<file path="src/rtl/svf_pkg.sv">
package svf_pkg;

    typedef enum logic [2:0] {
        MD_RAW   = 3'b000,
        MD_RSV1  = 3'b001,
        MD_RSV2  = 3'b010,
        MD_RSV3  = 3'b011,
        MD_FAST2 = 3'b100,
        MD_P2    = 3'b101,
        MD_Q3    = 3'b110,
        MD_R4    = 3'b111
    } flt_mode_e;

    typedef enum logic {
        LVL_LO = 1'b0,
        LVL_HI = 1'b1
    } lvl_state_e;

    typedef enum logic [1:0] {
        SRC_EVERY = 2'd0,
        SRC_P     = 2'd1,
        SRC_Q     = 2'd2,
        SRC_R     = 2'd3
    } strobe_src_e;

    typedef struct packed {
        logic        pass;
        logic [2:0]  depth;
        strobe_src_e src;
    } mode_cfg_t;

    // Mode decode: pass flag, vote depth and strobe source.
    function automatic mode_cfg_t decode_mode(input flt_mode_e m);
        mode_cfg_t c;
        c = '{pass: 1'b1, depth: 3'd0, src: SRC_EVERY};
        case (m)
            MD_FAST2: c = '{pass: 1'b0, depth: 3'd2, src: SRC_EVERY};
            MD_P2:    c = '{pass: 1'b0, depth: 3'd2, src: SRC_P};
            MD_Q3:    c = '{pass: 1'b0, depth: 3'd3, src: SRC_Q};
            MD_R4:    c = '{pass: 1'b0, depth: 3'd4, src: SRC_R};
            default:  c = '{pass: 1'b1, depth: 3'd0, src: SRC_EVERY};
        endcase
        return c;
    endfunction

endpackage

</file>
<file path="src/rtl/svf_sync.sv">
module svf_sync #(
    parameter int STAGES = 2
) (
    input  logic clk,
    input  logic rst_n,
    input  logic din,
    output logic dout
);
    logic [STAGES-1:0] chain;

    always_ff @(posedge clk) begin
        if (!rst_n) begin
            chain <= '0;
        end else begin
            chain <= {chain[STAGES-2:0], din};
        end
    end

    assign dout = chain[STAGES-1];
endmodule

</file>
<file path="src/rtl/svf_tap_strobe.sv">
module svf_tap_strobe #(
    parameter int CNT_W  = 24,
    parameter int N_TAPS = 3,
    parameter int IDX_W  = $clog2(CNT_W)
) (
    input  logic                             clk,
    input  logic                             rst_n,
    input  logic [CNT_W-1:0]                 sys_count,
    input  logic [N_TAPS-1:0][IDX_W-1:0]     tap_sel,
    output logic [N_TAPS-1:0]                strobe
);
    localparam logic [IDX_W:0] CNT_LIM = (IDX_W+1)'(CNT_W);

    logic [N_TAPS-1:0] bit_now;
    logic [N_TAPS-1:0] bit_prev;

    for (genvar g = 0; g < N_TAPS; g++) begin : g_tap
        // Out-of-range index reads as constant 0 and never strobes.
        assign bit_now[g] = ({1'b0, tap_sel[g]} < CNT_LIM) ? sys_count[tap_sel[g]] : 1'b0;
        assign strobe[g]  = bit_now[g] & ~bit_prev[g];
    end

    always_ff @(posedge clk) begin
        if (!rst_n) begin
            bit_prev <= '0;
        end else begin
            bit_prev <= bit_now;
        end
    end
endmodule

</file>
<file path="src/rtl/svf_vote_hist.sv">
module svf_vote_hist #(
    parameter int HIST_D = 4,
    parameter int DEP_W  = 3
) (
    input  logic              clk,
    input  logic              rst_n,
    input  logic              sample,
    input  logic              shift_en,
    input  logic              preload,
    input  logic [DEP_W-1:0]  depth,
    output logic [HIST_D-1:0] hist,
    output logic              all_one,
    output logic              all_zero
);
    logic [HIST_D-1:0] win_mask;

    always_ff @(posedge clk) begin
        if (!rst_n) begin
            hist <= '0;
        end else if (preload) begin
            hist <= {HIST_D{sample}};
        end else if (shift_en) begin
            hist <= {hist[HIST_D-2:0], sample};
        end
    end

    always_comb begin
        for (int i = 0; i < HIST_D; i++) begin
            win_mask[i] = (i < int'(depth));
        end
    end

    assign all_one  = ((hist | ~win_mask) == '1) && (win_mask != '0);
    assign all_zero = ((hist & win_mask) == '0) && (win_mask != '0);
endmodule

</file>
<file path="src/rtl/sel_vote_filter.sv">
module sel_vote_filter
    import svf_pkg::*;
#(
    parameter int CNT_W       = 24,
    parameter int HIST_D      = 4,
    parameter int SYNC_STAGES = 2,
    localparam int IDX_W      = $clog2(CNT_W)
) (
    input  logic             clk,
    input  logic             rst_n,
    input  logic             pin_in,
    input  logic [2:0]       mode_sel,
    input  logic [CNT_W-1:0] sys_count,
    input  logic [IDX_W-1:0] tap_p,
    input  logic [IDX_W-1:0] tap_q,
    input  logic [IDX_W-1:0] tap_r,
    output logic             filt_out
);
    localparam int N_TAPS = 3;

    flt_mode_e          mode_q;
    mode_cfg_t          cfg;
    logic               mode_chg;
    logic               pass_mode;
    logic               sync_lvl;
    logic [N_TAPS-1:0]  tap_strobe;
    logic               sel_strobe;
    logic               shift_en;
    logic [HIST_D-1:0]  hist;
    logic               all_one;
    logic               all_zero;
    lvl_state_e         state_q;
    lvl_state_e         state_d;

    svf_sync #(.STAGES(SYNC_STAGES)) u_sync (
        .clk   (clk),
        .rst_n (rst_n),
        .din   (pin_in),
        .dout  (sync_lvl)
    );

    svf_tap_strobe #(.CNT_W(CNT_W), .N_TAPS(N_TAPS), .IDX_W(IDX_W)) u_taps (
        .clk       (clk),
        .rst_n     (rst_n),
        .sys_count (sys_count),
        .tap_sel   ({tap_r, tap_q, tap_p}),
        .strobe    (tap_strobe)
    );

    always_ff @(posedge clk) begin
        if (!rst_n) begin
            mode_q <= MD_RAW;
        end else begin
            mode_q <= flt_mode_e'(mode_sel);
        end
    end

    assign mode_chg  = (mode_sel != mode_q);
    assign cfg       = decode_mode(mode_q);
    assign pass_mode = cfg.pass;

    always_comb begin
        unique case (cfg.src)
            SRC_EVERY: sel_strobe = 1'b1;
            SRC_P:     sel_strobe = tap_strobe[0];
            SRC_Q:     sel_strobe = tap_strobe[1];
            SRC_R:     sel_strobe = tap_strobe[2];
        endcase
    end

    assign shift_en = sel_strobe & ~pass_mode;

    svf_vote_hist #(.HIST_D(HIST_D), .DEP_W(3)) u_hist (
        .clk      (clk),
        .rst_n    (rst_n),
        .sample   (sync_lvl),
        .shift_en (shift_en),
        .preload  (mode_chg),
        .depth    (cfg.depth),
        .hist     (hist),
        .all_one  (all_one),
        .all_zero (all_zero)
    );

    // Output level state register
    always_ff @(posedge clk) begin
        if (!rst_n) begin
            state_q <= LVL_LO;
        end else begin
            state_q <= state_d;
        end
    end

    // RISE / FALL transitions
    always_comb begin
        state_d = state_q;
        unique case (state_q)
            LVL_LO: if (pass_mode ? sync_lvl : all_one)   state_d = LVL_HI;
            LVL_HI: if (pass_mode ? !sync_lvl : all_zero) state_d = LVL_LO;
        endcase
    end

    // Output process
    always_comb begin
        filt_out = (state_q == LVL_HI);
    end
endmodule

</file>
<file path="config.mk">
export PLATFORM = sky130hd
export DESIGN_NAME = sel_vote_filter
export DESIGN_NICKNAME = d
export VERILOG_FILES = /design/src/rtl/svf_pkg.sv /design/src/rtl/svf_sync.sv /design/src/rtl/svf_tap_strobe.sv /design/src/rtl/svf_vote_hist.sv /design/src/rtl/sel_vote_filter.sv
export SDC_FILE = /design/constraint.sdc
export NUM_CORES = 1
export LEC_CHECK = 0
export ABC_AREA = 1
export BUFFER_PORTS_ARGS = -buffer_cell sky130_fd_sc_hd__buf_4
export CAP_MARGIN = 5
export CELL_PAD_IN_SITES_DETAIL_PLACEMENT = 1
export CELL_PAD_IN_SITES_GLOBAL_PLACEMENT = 1
export CORE_MARGIN = 2
export CORE_UTILIZATION = 23
export CTS_CLUSTER_SIZE = 20
export DETAILED_ROUTE_END_ITERATION = 6
export GPL_TIMING_DRIVEN = 1
export PLACE_DENSITY_LB_ADDON = 0.1
export RECOVER_POWER = 50
export SLEW_MARGIN = 30
export SYNTH_ARGS = -nofsm -noshare
export SYNTH_HDL_FRONTEND = slang
export SYNTH_HIERARCHICAL = 1
export SYNTH_SLANG_ARGS = --single-unit
export TNS_END_PERCENT = 20
</file>
<file path="constraint.sdc">
create_clock -name clk -period 1.65 [get_ports clk]
set_clock_uncertainty 0.15 [all_clocks]
set_input_delay 0.0825 -clock clk [delete_from_list [all_inputs] [get_ports clk]]
set_output_delay 0.0825 -clock clk [all_outputs]
set_load 0.02 [all_outputs]
</file>
==> results of run 1 <==
[cell families after synthesis]
logic type             after synthesis  share of synthesized area
AND/OR/NAND/NOR                    199                      0.605
AO/OA/AOI/OAI                       10                     0.0454
flip-flops                          13                      0.189
XOR/XNOR                             3                     0.0191
buffers and inverters               41                      0.142
[path summary, 6_finish.rpt]
check | end | slack [ns] | from | cells past startpoint
max | u_hist/hist[3]$_SDFFE_PN0P_ | -0.002 | tap_r[0] | 20
min | u_hist/hist[0]$_SDFFE_PN0P_ | 0.009 | rst_n | 3
min reg2reg | filt_out$_SDFF_PN0_ | 0.43 | mode_q[2]$_SDFF_PN0_ | 3
max reg2reg | filt_out$_SDFF_PN0_ | 0.14 | mode_q[2]$_SDFF_PN0_ | 11
[final cells by class]
| type | count | area, µm² | share of cell area |
|---|---|---|---|
| Inverter | 35 | 153 | 0.0678 |
| Clock buffer | 4 | 45.0 | 0.0200 |
| Multi-Input combinational cell | 212 | 1080 | 0.479 |
| Timing Repair Buffer | 69 | 619 | 0.275 |
| Sequential cell | 13 | 263 | 0.117 |
| Tap cell | 75 | 93.8 | 0.0417 |
[worst register-to-register path, cell delays in order, from the launching register on]
cell and delay (ns):
dfxtp_1 0.43, nand2_1 0.12, nor2_1 0.14, nor2_1 0.07
nand2_1 0.08, nand2_1 0.07, a21oi_2 0.10, inv_1 0.04
nand2_1 0.05, nand3_1 0.07, nand2_1 0.06, inv_1 0.03
[through the flow]
| step | cell area [µm²] | worst slack (ns) | cells | utilization |
|---|---|---|---|---|
| after floorplan | 1380 | 0.0722 | 266 | - |
| after global placement | 1830 | -0.283 | 389 | 0.312 |
| after detailed placement | 1830 | -0.313 | 389 | 0.312 |
| after CTS | 2010 | -0.0273 | 404 | 0.343 |
| after global routing | 2250 | -0.223 | 408 | 0.385 |
| final | 2250 | -0.00173 | 408 | 0.385 |
[routing by layer]
metal	track usage	vias up	part of all wire
met2	0.265	43	0.45
met4	0.0254	0	0.0049
li1	-	973	-
met3	0.0378	4	0.058
met1	0.254	852	0.48
met5	0	-	0
[cell usage in the layout, fill, tap and decap left out, drive strengths merged]
master and instances:
inv 34, dfxtp 13, xnor2 3, clkinvlp 1, a21oi 6, nor2 13
o21ai 2, clkbuf 7, nand3 66, nand2 119, nor3 1, o21bai 1
dlygate4sd3 13, buf 53, o21a 1
[registers in the layout (all words and copies together), names as in the netlist]
| name | cells |
|---|---|
| u_hist/hist | 4 |
| mode_q | 3 |
| u_taps/bit_prev | 3 |
| u_sync/chain | 2 |
| filt_out | 1 |
[power by group through the flow]
stage / clock [mW] / combinational [mW] / sequential (mW)
finish: 0.297 / 0.483 / 0.348
global route: 0.319 / 0.539 / 0.352
CTS: 0.307 / 0.423 / 0.346
detailed placement: 0 / 0.391 / 0.353
global placement: 0 / 0.390 / 0.353
floorplan: 0 / 0.206 / 0.350
[repair_timing]
action,CTS,global route
gates resized for setup,9,54
hold buffers,11,2
endpoints found under the setup margin,4,5
gates cloned,0,1
endpoints found under the hold margin,10,2
buffers inserted,0,1
pin swaps,2,31
==> out/metrics.yaml, run 1 <==
layout:
  drive_above_1_share: 0.306
  syn2layout_area_growth_pct: 63.5
  diodes: 0
  finalNetCount: 379
  fill_cells: 783
timing:
  whs_ns: 0.00870
  setup_viol_count_final: 1
  final_max_slew_viol_count: 0
  timing.final.crit_share: 1.00
  tightestPinTransition_ns: 0.245
  final_hold_violating_endpoints: 0
  fin_ws_ns: -0.00173
  grt_setup_unrepaired: "yes"
  min_period_ns: 1.65
  fmax_ghz: 0.605
  accumulated_negative_setup_slack_ns: -0.00173
  maxSlewHeadroom: 0.837
yosys:
  synth_area_leader_cell: "nand2_1"
  syn-cell-area_mm2: 0.00138
  synth.top_cells.by_count: "nand2_1, nand3_1, inv_1"
  synth_top_flop_cell: "dfxtp_1"
  synth-seq-area-share: 0.189
  nets_in_the_synthesized_netlist: 311
  synth_top_cell_area_share: 0.324
  synth_edf_count: 0
  fraction_of_registers_with_async_set_or_reset_after_synthesis: 0
  synth_cell_type_count: 16
  synthesis.instances: 266
  postSynthRegisterBits: 13
  synth.area.top_cells: "nand2_1, nand3_1, dfxtp_1"
  ys.warnings.count: 6
  postSynthAreaPerCell_um2: 5.18
  post-synth-top-count-cell: "nand2_1"
setup_path:
  critPathMaxFanout: 6
  critical_path.max_stage_delay_ns: 0.18
  critical_path_cell_sequence: "buf_8 -> inv_8 -> clkbuf_16 -> nand2_4 -> nand3_2 -> nand3_2 -> nand2_1 -> nand2_1 -> nand3_2 -> nand2_2 -> nor2_2 -> nand3_1 -> nand2_1 -> nor2_1 -> nor2_2 -> buf_4 -> nand3_2 -> nand3_1 -> nand2_1 -> inv_1"
  cpMaxStageDelayCell: "nor2_2"
  startpoint_type: "input port"
  worst_ep_required_time_ns: 1.70
  worst_path_class_setup: "input port to register"
  worst_ep_arrival_time_ns: 1.70
  worst-path-buf-inv: 5
  crit_path_end_kind: "register"
  cp_top_family: "simple AND/OR/NAND/NOR gates"
placement:
  port_buffers: 45
  detailedPlacementHpwl_um: 4320
  gp_congestion: 0.850
global_route:
  grt_pass1_wl_um: 8870
  largest_net_degree_at_the_start_of_global_routing: 13
  grt_use_total: 0.174
  first_global_vias: 1855
  number_of_antenna_violations_at_the_first_check_in_global_routing: 0
  gr-total-overflow: 0
power_and_ir_drop:
  total_switching_power_uw: 393
  share_comb_of_total_power: 0.428
  total_power_mw: 1.13
  seqPwrFrac: 0.309
  power_per_cell_area_mw_per_mm2: 501
  p_leak_nw: 1.19
  power.ir.vdd_worst_v: 0.000241
  power.share.clock: 0.263
  swShare: 0.348
  internal_power_uw: 736
clocking:
  htree_levels: 1
  cts_buffers: 3
  cts-root-to-sink-buffers: 2
  clk_pin_slew_worst_paths_ns: 0.06
  clock-sinks: 13
  clock_latency_ns: 0.25
  clock_tree_from_tritoncts: "done"
  clk_root_buffer_cell: "clkbuf_8"
route:
  route.antenna.remaining_nets: 0
  drt-vias-per-instance: 4.59
  first_pass_iters: 4
  routed_wl_um: 5510
  dr.first_iter.drc_count: 72
  drc: 0
  drt-wirelength-per-cell_um: 13.5
  via_count: 1872
floorplanning:
  start_util: 0.235
  placementRows: 28
  fp.coreArea_mm2: 0.00585
  fp.dieH_um: 81.4
  ioPinCount: 46
  chipWidth_um: 81.4
  die_area_mm2: 0.00662
worst_hold_path:
  min_path_type: "input port to register"
run_status:
  failed_checks: "setup timing"
  run_status: "finished, violations left"
flow_run:
  cap_violations: 0
Power figures use the tool's default switching activity.
==> run 2, diff against run 1 <==
GPL_TIMING_DRIVEN = unset   (was 1)
SKIP_LAST_GASP = 1   (was unset)
clock period = 1.6 ns   (was 1.65 ns; I/O delays follow)
==> run 2 against run 1 <==
The run ends with hold timing, setup timing left. First-iteration DRC count rose by 5.6%. Clock-buffer cell count did not move. Combinational power rose by 18%. Sequential share of layout area fell by 1.0 points. Non-clock buffer count rose by 4. Via count rose by 5.6%. Critical path depth fell by 1. Die area did not move. Utilization rose by 3.6 points. Total power rose by 8.9%. Register-to-register slack got worse by 0.15 ns. Clock power barely moved.
==> out/metrics.yaml, run 2 (synthesis gave the netlist of run 1 again) <==
clocking:
  cts_buffers: 3  # unchanged
  clock_latency_ns: 0.24  # was 0.25 ns
  clock-sinks: 13  # unchanged
  clk_pin_slew_worst_paths_ns: 0.06  # about the same
  clk_root_buffer_cell: "clkbuf_8"  # unchanged
  clock_tree_from_tritoncts: "done"  # unchanged
  cts-root-to-sink-buffers: 2  # unchanged
  htree_levels: 1  # unchanged
  cts-hold-fix-buffers: 11  # unchanged
timing:
  whs_ns: -0.0220  # was 0.00870 ns
  setup_viol_count_final: 4  # was 1
  fmax_ghz: 0.593
  tightestPinTransition_ns: 0.236  # was 0.245 ns
  final_max_slew_viol_count: 0  # unchanged
  min_period_ns: 1.69
  grt_setup_unrepaired: "yes"  # unchanged
  fin_ws_ns: -0.0859  # was -0.00173 ns
  accumulated_negative_setup_slack_ns: -0.282  # was -0.00173 ns
  maxSlewHeadroom: 0.841  # was 0.837
  timing.final.crit_share: 1.05
  final_hold_violating_endpoints: 3  # was 0
setup_path:
  startpoint_type: "input port"  # unchanged
  critical_path_cell_sequence: "buf_6 -> buf_8 -> nand2_1 -> nand3_2 -> nand3_1 -> nand2_1 -> nand2_1 -> nand3_2 -> nand2_2 -> nor2_4 -> nand2_1 -> nand2_1 -> nor2_1 -> nor2_2 -> nor2_2 -> nand2_1 -> nand3_2 -> nand2_1 -> inv_1"  # was buf_8 -> inv_8 -> clkbuf_16 -> nand2_4 -> nand3_2 -> nand3_2 -> nand2_1 -> nand2_1 -> nand3_2 -> nand2_2 -> nor2_2 -> nand3_1 -> nand2_1 -> nor2_1 -> nor2_2 -> buf_4 -> nand3_2 -> nand3_1 -> nand2_1 -> inv_1
  critPathMaxFanout: 6  # unchanged
  worst_ep_arrival_time_ns: 1.73  # was 1.70 ns
  crit_path_end_kind: "register"  # unchanged
  critical_path.max_stage_delay_ns: 0.19  # was 0.18 ns
  cp_top_family: "simple AND/OR/NAND/NOR gates"  # unchanged
  worst-path-buf-inv: 3  # was 5
  critical_path.most_common_cell: "nand2_1"
  worst_path_class_setup: "input port to register"  # unchanged
  cpMaxStageDelayCell: "nor2_2"  # unchanged
  worst_ep_required_time_ns: 1.64  # was 1.70 ns
power_and_ir_drop:
  p_leak_nw: 1.26  # was 1.19 nW
  power.ir.vdd_worst_v: 0.000231  # was 0.000241 V
  power.share.clock: 0.241  # was 0.263
  power_per_cell_area_mw_per_mm2: 499  # was 501 mW/mm²
  swShare: 0.358  # was 0.348
  total_power_mw: 1.23  # was 1.13 mW
  seqPwrFrac: 0.293  # was 0.309
  total_switching_power_uw: 439  # was 393 µW
  share_comb_of_total_power: 0.466  # was 0.428
  internal_power_uw: 789  # was 736 µW
route:
  highest_layer: "met4"  # unchanged
  dr.first_iter.drc_count: 76  # was 72
  route.antenna.remaining_nets: 0  # unchanged
  first_pass_iters: 4  # unchanged
  drt-wirelength-per-cell_um: 15.0  # was 13.5 µm
  routed_wl_um: 6180  # was 5510 µm
  route.met2.wl_um: 2940  # was 2500 µm
  drt-met1-wl_um: 2900  # was 2670 µm
  drc: 0  # unchanged
  via_count: 1976  # was 1,872
  met3_wirelength_um: 237  # was 317 µm
  drt-vias-per-instance: 4.78  # was 4.59
global_route:
  gr-total-overflow: 0  # unchanged
  number_of_antenna_violations_at_the_first_check_in_global_routing: 0  # unchanged
  grt_pass1_wl_um: 9070  # was 8870 µm
  largest_net_degree_at_the_start_of_global_routing: 13  # unchanged
  first_global_vias: 1934  # was 1,855
  grt_use_total: 0.176  # was 0.174
placement:
  detailedPlacementHpwl_um: 4320  # about the same
  placedCellCount: 393  # was 389
  gp_congestion: 0.851  # was 0.850
  port_buffers: 45  # unchanged
layout:
  final_cell_mix: "nand2_1, buf_4, nand3_2"  # was nand2_1, nand3_1, buf_4
  syn2layout_area_growth_pct: 78.7  # was 63.5%
  finalNonFillerCells: 413  # was 408
  largest_registers: "u_hist/hist x4, mode_q x3, u_taps/bit_prev x3"  # unchanged
  layout.cells.most_common: "nand2_1"  # unchanged
  max_flop_register: "u_hist/hist"  # unchanged
  diodes: 0  # unchanged
  largest_register_ffs: 4  # unchanged
  drive_above_1_share: 0.435  # was 0.306
  finalNetCount: 384  # was 379
run_status:
  failed_checks: "hold timing, setup timing"  # was setup timing
  run_status: "finished, violations left"  # unchanged
floorplanning:
  ioPinCount: 46  # unchanged
  fp.coreArea_mm2: 0.00585  # unchanged
  fp.dieH_um: 81.4  # unchanged
  die_area_mm2: 0.00662  # unchanged
  placementRows: 28  # unchanged
  start_util: 0.235  # unchanged
  chipWidth_um: 81.4  # unchanged
flow_run:
  cap_violations: 0  # unchanged
worst_hold_path:
  min_path_type: "input port to register"  # unchanged
-- run 2: cell types whose count changed in the layout (fill, tap and decap cells not counted), moves of 3 or more --
cell | before | now
nand3_2 | 18 | 40
nand2_4 | 4 | 1
inv_6 | 0 | 3
nand2_2 | 8 | 23
nand3_1 | 48 | 26
buf_6 | 3 | 8
inv_1 | 31 | 28
nand2_1 | 107 | 95
-- run 2: layout make-up --
type	count	area [µm²]
Fill cell	775	3390
Multi-Input combinational cell	212	1220
Timing Repair Buffer	73	674
Sequential cell	13	262
Inverter	35	161
Tap cell	75	93.8
Clock buffer	4	45.0
Timing Repair inverter	1	8.76
-- run 2: per-layer routing --
layer,GRT usage,up-vias
met4,0.0458,0
met1,0.245,926
met2,0.284,57
li1,-,980
met5,0,-
met3,0.0267,13
-- run 2: repair_timing --
action | CTS | global route
pin swaps | 33 | 39
resized for setup | 51 | 59
gates cloned | 1 | 2
setup buffers | 1 | 1
hold endpoints to repair | 11 | 1
setup endpoints to repair | 4 | 6
-- run 2: worst register-to-register path, stage by stage, from the launching register on --
cell and delay [ns]:
dfxtp_1 0.41, buf_4 0.16, xnor2_1 0.11, nand3_1 0.16, nor2_2 0.26, nand2_1 0.13, nand3_2 0.08, nand2_1 0.05
inv_1 0.04
-- run 2: path summary, 6_finish.rpt --
kind | from | to | slack (ns) | cells after the start
setup / recovery | tap_q[0] | u_hist/hist[3]$_SDFFE_PN0P_ | -0.09 | 19
hold / removal | rst_n | u_hist/hist[3]$_SDFFE_PN0P_ | -0.02 | 3
setup reg to reg | mode_q[0]$_SDFF_PN0_ | u_hist/hist[3]$_SDFFE_PN0P_ | -0.01 | 8
hold reg to reg | mode_q[2]$_SDFF_PN0_ | filt_out$_SDFF_PN0_ | 0.41 | 3
-- run 2: through the flow --
| step | util | setup slack (ns) | area (µm²) |
|---|---|---|---|
| after floorplan | - | 0.0247 | 1380 |
| after global placement | 0.315 | -0.340 | 1850 |
| after detailed placement | 0.315 | -0.357 | 1850 |
| after CTS | 0.375 | -0.0411 | 2190 |
| after global routing | 0.421 | -0.208 | 2460 |
| final | 0.421 | -0.0859 | 2460 |
-- run 2: power groups by stage --
| stage | clock network [mW] | logic [mW] | registers, mW |
|---|---|---|---|
| 2_1_floorplan | 0 | 0.213 | 0.361 |
| 3_3_place_gp | 0 | 0.405 | 0.363 |
| 4_1_cts | 0.312 | 0.489 | 0.356 |
| 3_5_place_dp | 0 | 0.406 | 0.363 |
| 5_1_grt | 0.320 | 0.626 | 0.362 |
| 6_report | 0.296 | 0.572 | 0.360 |
==> run 3, diff against run 2 <==
CTS_BUF_LIST = sky130_fd_sc_hd__clkbuf_2   (was unset)
==> run 3 against run 2 <==
The run now ends clean. Sequential share of layout area decreased by 0.24 points. Total power decreased by 7.7%. Via count decreased by 2.0%. Cell area increased by 3.3%.
==> out/metrics.yaml, run 3 (synthesis gave the netlist of run 1 again) <==
run_status:
  run_status: "finished, final reports clean"  # was finished, violations left
setup_path:
  worst_path_class_setup: "input port to register"  # unchanged
  rr_endpoint: "filt_out$_SDFF_PN0_"  # was u_hist/hist[3]$_SDFFE_PN0P_
  critical_path_cell_sequence: "buf_12 -> buf_8 -> nand2_1 -> nand3_2 -> nand3_2 -> nand2_2 -> nand2_2 -> nand3_2 -> nand2_2 -> nor2_4 -> nand2_1 -> nand2_1 -> nor2_1 -> nor2_2 -> buf_4 -> nor3_1 -> nor2_1"  # was buf_6 -> buf_8 -> nand2_1 -> nand3_2 -> nand3_1 -> nand2_1 -> nand2_1 -> nand3_2 -> nand2_2 -> nor2_4 -> nand2_1 -> nand2_1 -> nor2_1 -> nor2_2 -> nor2_2 -> nand2_1 -> nand3_2 -> nand2_1 -> inv_1
  critPathMaxFanout: 6  # unchanged
  worst_ep_required_time_ns: 1.63  # was 1.64 ns
  timing.rr.start: "mode_q[1]$_SDFF_PN0_"  # was mode_q[0]$_SDFF_PN0_
  crit_path_end_kind: "register"  # unchanged
  startpoint_type: "input port"  # unchanged
  cpMaxStageDelayCell: "nor3_1"  # was nor2_2
  critical_path.max_stage_delay_ns: 0.17  # was 0.19 ns
  worst-path-buf-inv: 3  # unchanged
  cp.depth: 17  # was 19
  cp_top_family: "simple AND/OR/NAND/NOR gates"  # unchanged
  r2r_setup_slack_ns: 0.13  # was -0.01 ns
  worst_ep_arrival_time_ns: 1.63  # was 1.73 ns
  timing.reg2reg.worst_path_depth: 11  # was 8
route:
  drt-wirelength-per-cell_um: 14.4  # was 15.0 µm
  dr.first_iter.drc_count: 71  # was 76
  routed_wl_um: 5930  # was 6180 µm
  first_pass_iters: 4  # unchanged
  drc: 0  # unchanged
  drt-vias-per-instance: 4.69  # was 4.78
  via_count: 1937  # was 1,976
  route.antenna.remaining_nets: 0  # unchanged
power_and_ir_drop:
  p_leak_nw: 1.30  # was 1.26 nW
  power.ir.vdd_worst_v: 0.000190  # was 0.000231 V
  seqPwrFrac: 0.317  # was 0.293
  total_power_mw: 1.13  # was 1.23 mW
  power_per_cell_area_mw_per_mm2: 446  # was 499 mW/mm²
  power.share.clock: 0.158  # was 0.241
  internal_power_uw: 696  # was 789 µW
  swShare: 0.386  # was 0.358
  total_switching_power_uw: 437  # was 439 µW
  share_comb_of_total_power: 0.525  # was 0.466
placement:
  placedCellCount: 393  # unchanged
  placement.setup.worst_slack_ns: -0.357  # unchanged
  detailedPlacementHpwl_um: 4320  # unchanged
  gp_congestion: 0.851  # unchanged
  port_buffers: 45  # unchanged
timing:
  min_period_ns: 1.59  # was 1.69 ns
  maxSlewHeadroom: 0.864  # was 0.841
  final_max_slew_viol_count: 0  # unchanged
  whs_ns: 0.104  # was -0.0220 ns
  tightestPinTransition_ns: 0.202  # was 0.236 ns
  fmax_ghz: 0.629  # was 0.593 GHz
  timing.final.crit_share: 0.994  # was 1.05
  grt_setup_unrepaired: "yes"  # unchanged
  final_hold_violating_endpoints: 0  # was 3
  setup_viol_count_final: 0  # was 4
  fin_ws_ns: 0.00894  # was -0.0859 ns
clocking:
  htree_levels: 1  # unchanged
  clock-sinks: 13  # unchanged
  clock_tree_from_tritoncts: "done"  # unchanged
  cts_buffers: 3  # unchanged
  clk_pin_slew_worst_paths_ns: 0.14  # was 0.06 ns
  clk_root_buffer_cell: "clkbuf_2"  # was clkbuf_8
  clock_latency_ns: 0.28  # was 0.24 ns
  cts-root-to-sink-buffers: 2  # unchanged
layout:
  final_cell_mix: "nand2_1, nand3_2, buf_4"  # was nand2_1, buf_4, nand3_2
  postLayoutCoreUtil: 0.435  # was 0.421
  largest_register_ffs: 4  # unchanged
  diodes: 0  # unchanged
  syn2layout_area_growth_pct: 84.6  # was 78.7%
  largest_registers: "u_hist/hist x4, mode_q x3, u_taps/bit_prev x3"  # unchanged
  drive_above_1_share: 0.485  # was 0.435
  finalNonFillerCells: 413  # unchanged
  layout.cells.most_common: "nand2_1"  # unchanged
  finalNetCount: 384  # unchanged
  max_flop_register: "u_hist/hist"  # unchanged
floorplanning:
  die_area_mm2: 0.00662  # unchanged
  chipWidth_um: 81.4  # unchanged
  fp.dieH_um: 81.4  # unchanged
  ioPinCount: 46  # unchanged
  start_util: 0.235  # unchanged
  fp.coreArea_mm2: 0.00585  # unchanged
  placementRows: 28  # unchanged
global_route:
  largest_net_degree_at_the_start_of_global_routing: 13  # unchanged
  first_global_vias: 1918  # was 1,934
  grt_pass1_wl_um: 8900  # was 9070 µm
  gr-total-overflow: 0  # unchanged
  grt_use_total: 0.172  # was 0.176
  number_of_antenna_violations_at_the_first_check_in_global_routing: 0  # unchanged
worst_hold_path:
  worst_hold_path.num_cells: 6  # was 3
  hold_start: "tap_r[4]"  # was rst_n
  min_path_type: "input port to register"  # unchanged
  destination_of_the_worst_hold_path: "u_taps/bit_prev[2]$_SDFF_PN0_"  # was u_hist/hist[3]$_SDFFE_PN0P_
flow_run:
  cap_violations: 0  # unchanged
-- run 3: cell types whose count changed in the layout (fill, tap and decap cells not counted), sizes merged --
cell	change
buf	+3
clkbuf	-2
inv	-1
-- run 3: layer usage --
metal | vias up | global-route usage | share of wire
li1 | 981 | - | -
met1 | 912 | 0.244 | 0.47
met2 | 36 | 0.272 | 0.47
met3 | 8 | 0.0267 | 0.037
met4 | 0 | 0.0356 | 0.013
met5 | - | 0 | 0
-- run 3: final cells by class --
cell class | instances | area [µm²]
fillers | 788 | 3310
repair buffers | 74 | 712
clock buffers | 4 | 20.0
multi-input cells | 212 | 1290
well taps | 75 | 93.8
inverters | 35 | 164
flip-flops and latches | 13 | 264
-- run 3: power by group through the flow --
| stage | clock, mW | sequential, mW | combinational, mW |
|---|---|---|---|
| global route | 0.201 | 0.362 | 0.651 |
| CTS | 0.189 | 0.356 | 0.483 |
| floorplan | 0 | 0.361 | 0.213 |
| global placement | 0 | 0.363 | 0.405 |
| finish | 0.179 | 0.359 | 0.595 |
| detailed placement | 0 | 0.363 | 0.406 |
-- run 3: worst min-delay path: cells and delay by family --
kind	cells	cell delay (ns)
buffers and inverters	3	0.27
AND/OR/NAND/NOR	3	0.16
-- run 3: worst max path at each step --
stage          startpoint                           to  slack [ns]
5_1_grt          tap_q[0]  u_hist/hist[0]$_SDFFE_PN0P_       -0.07
3_3_place_gp     tap_r[0]  u_hist/hist[2]$_SDFFE_PN0P_       -0.34
4_1_cts          tap_p[0]  u_hist/hist[3]$_SDFFE_PN0P_       0.006
3_5_place_dp     tap_q[0]  u_hist/hist[3]$_SDFFE_PN0P_       -0.36
6_report         tap_q[0]  u_hist/hist[0]$_SDFFE_PN0P_       0.009
2_1_floorplan    tap_r[0]  u_hist/hist[0]$_SDFFE_PN0P_        0.02
-- run 3: timing repair --
item                                    CTS  global route
buffers inserted                          1             2
cloned                                    1             1
hold endpoints to repair                 12             0
hold buffers                             11             0
pin swaps                                28            61
endpoints found under the setup margin    4             5
gates resized for setup                  44            89
-- run 3: stage by stage --
step           area (µm²)  TNS, ns
2_1_floorplan        1380        0
3_5_place_dp         1850    -1.39
3_3_place_gp         1850    -1.35
6_report             2540        0
4_1_cts              2140        0
5_1_grt              2540   -0.271
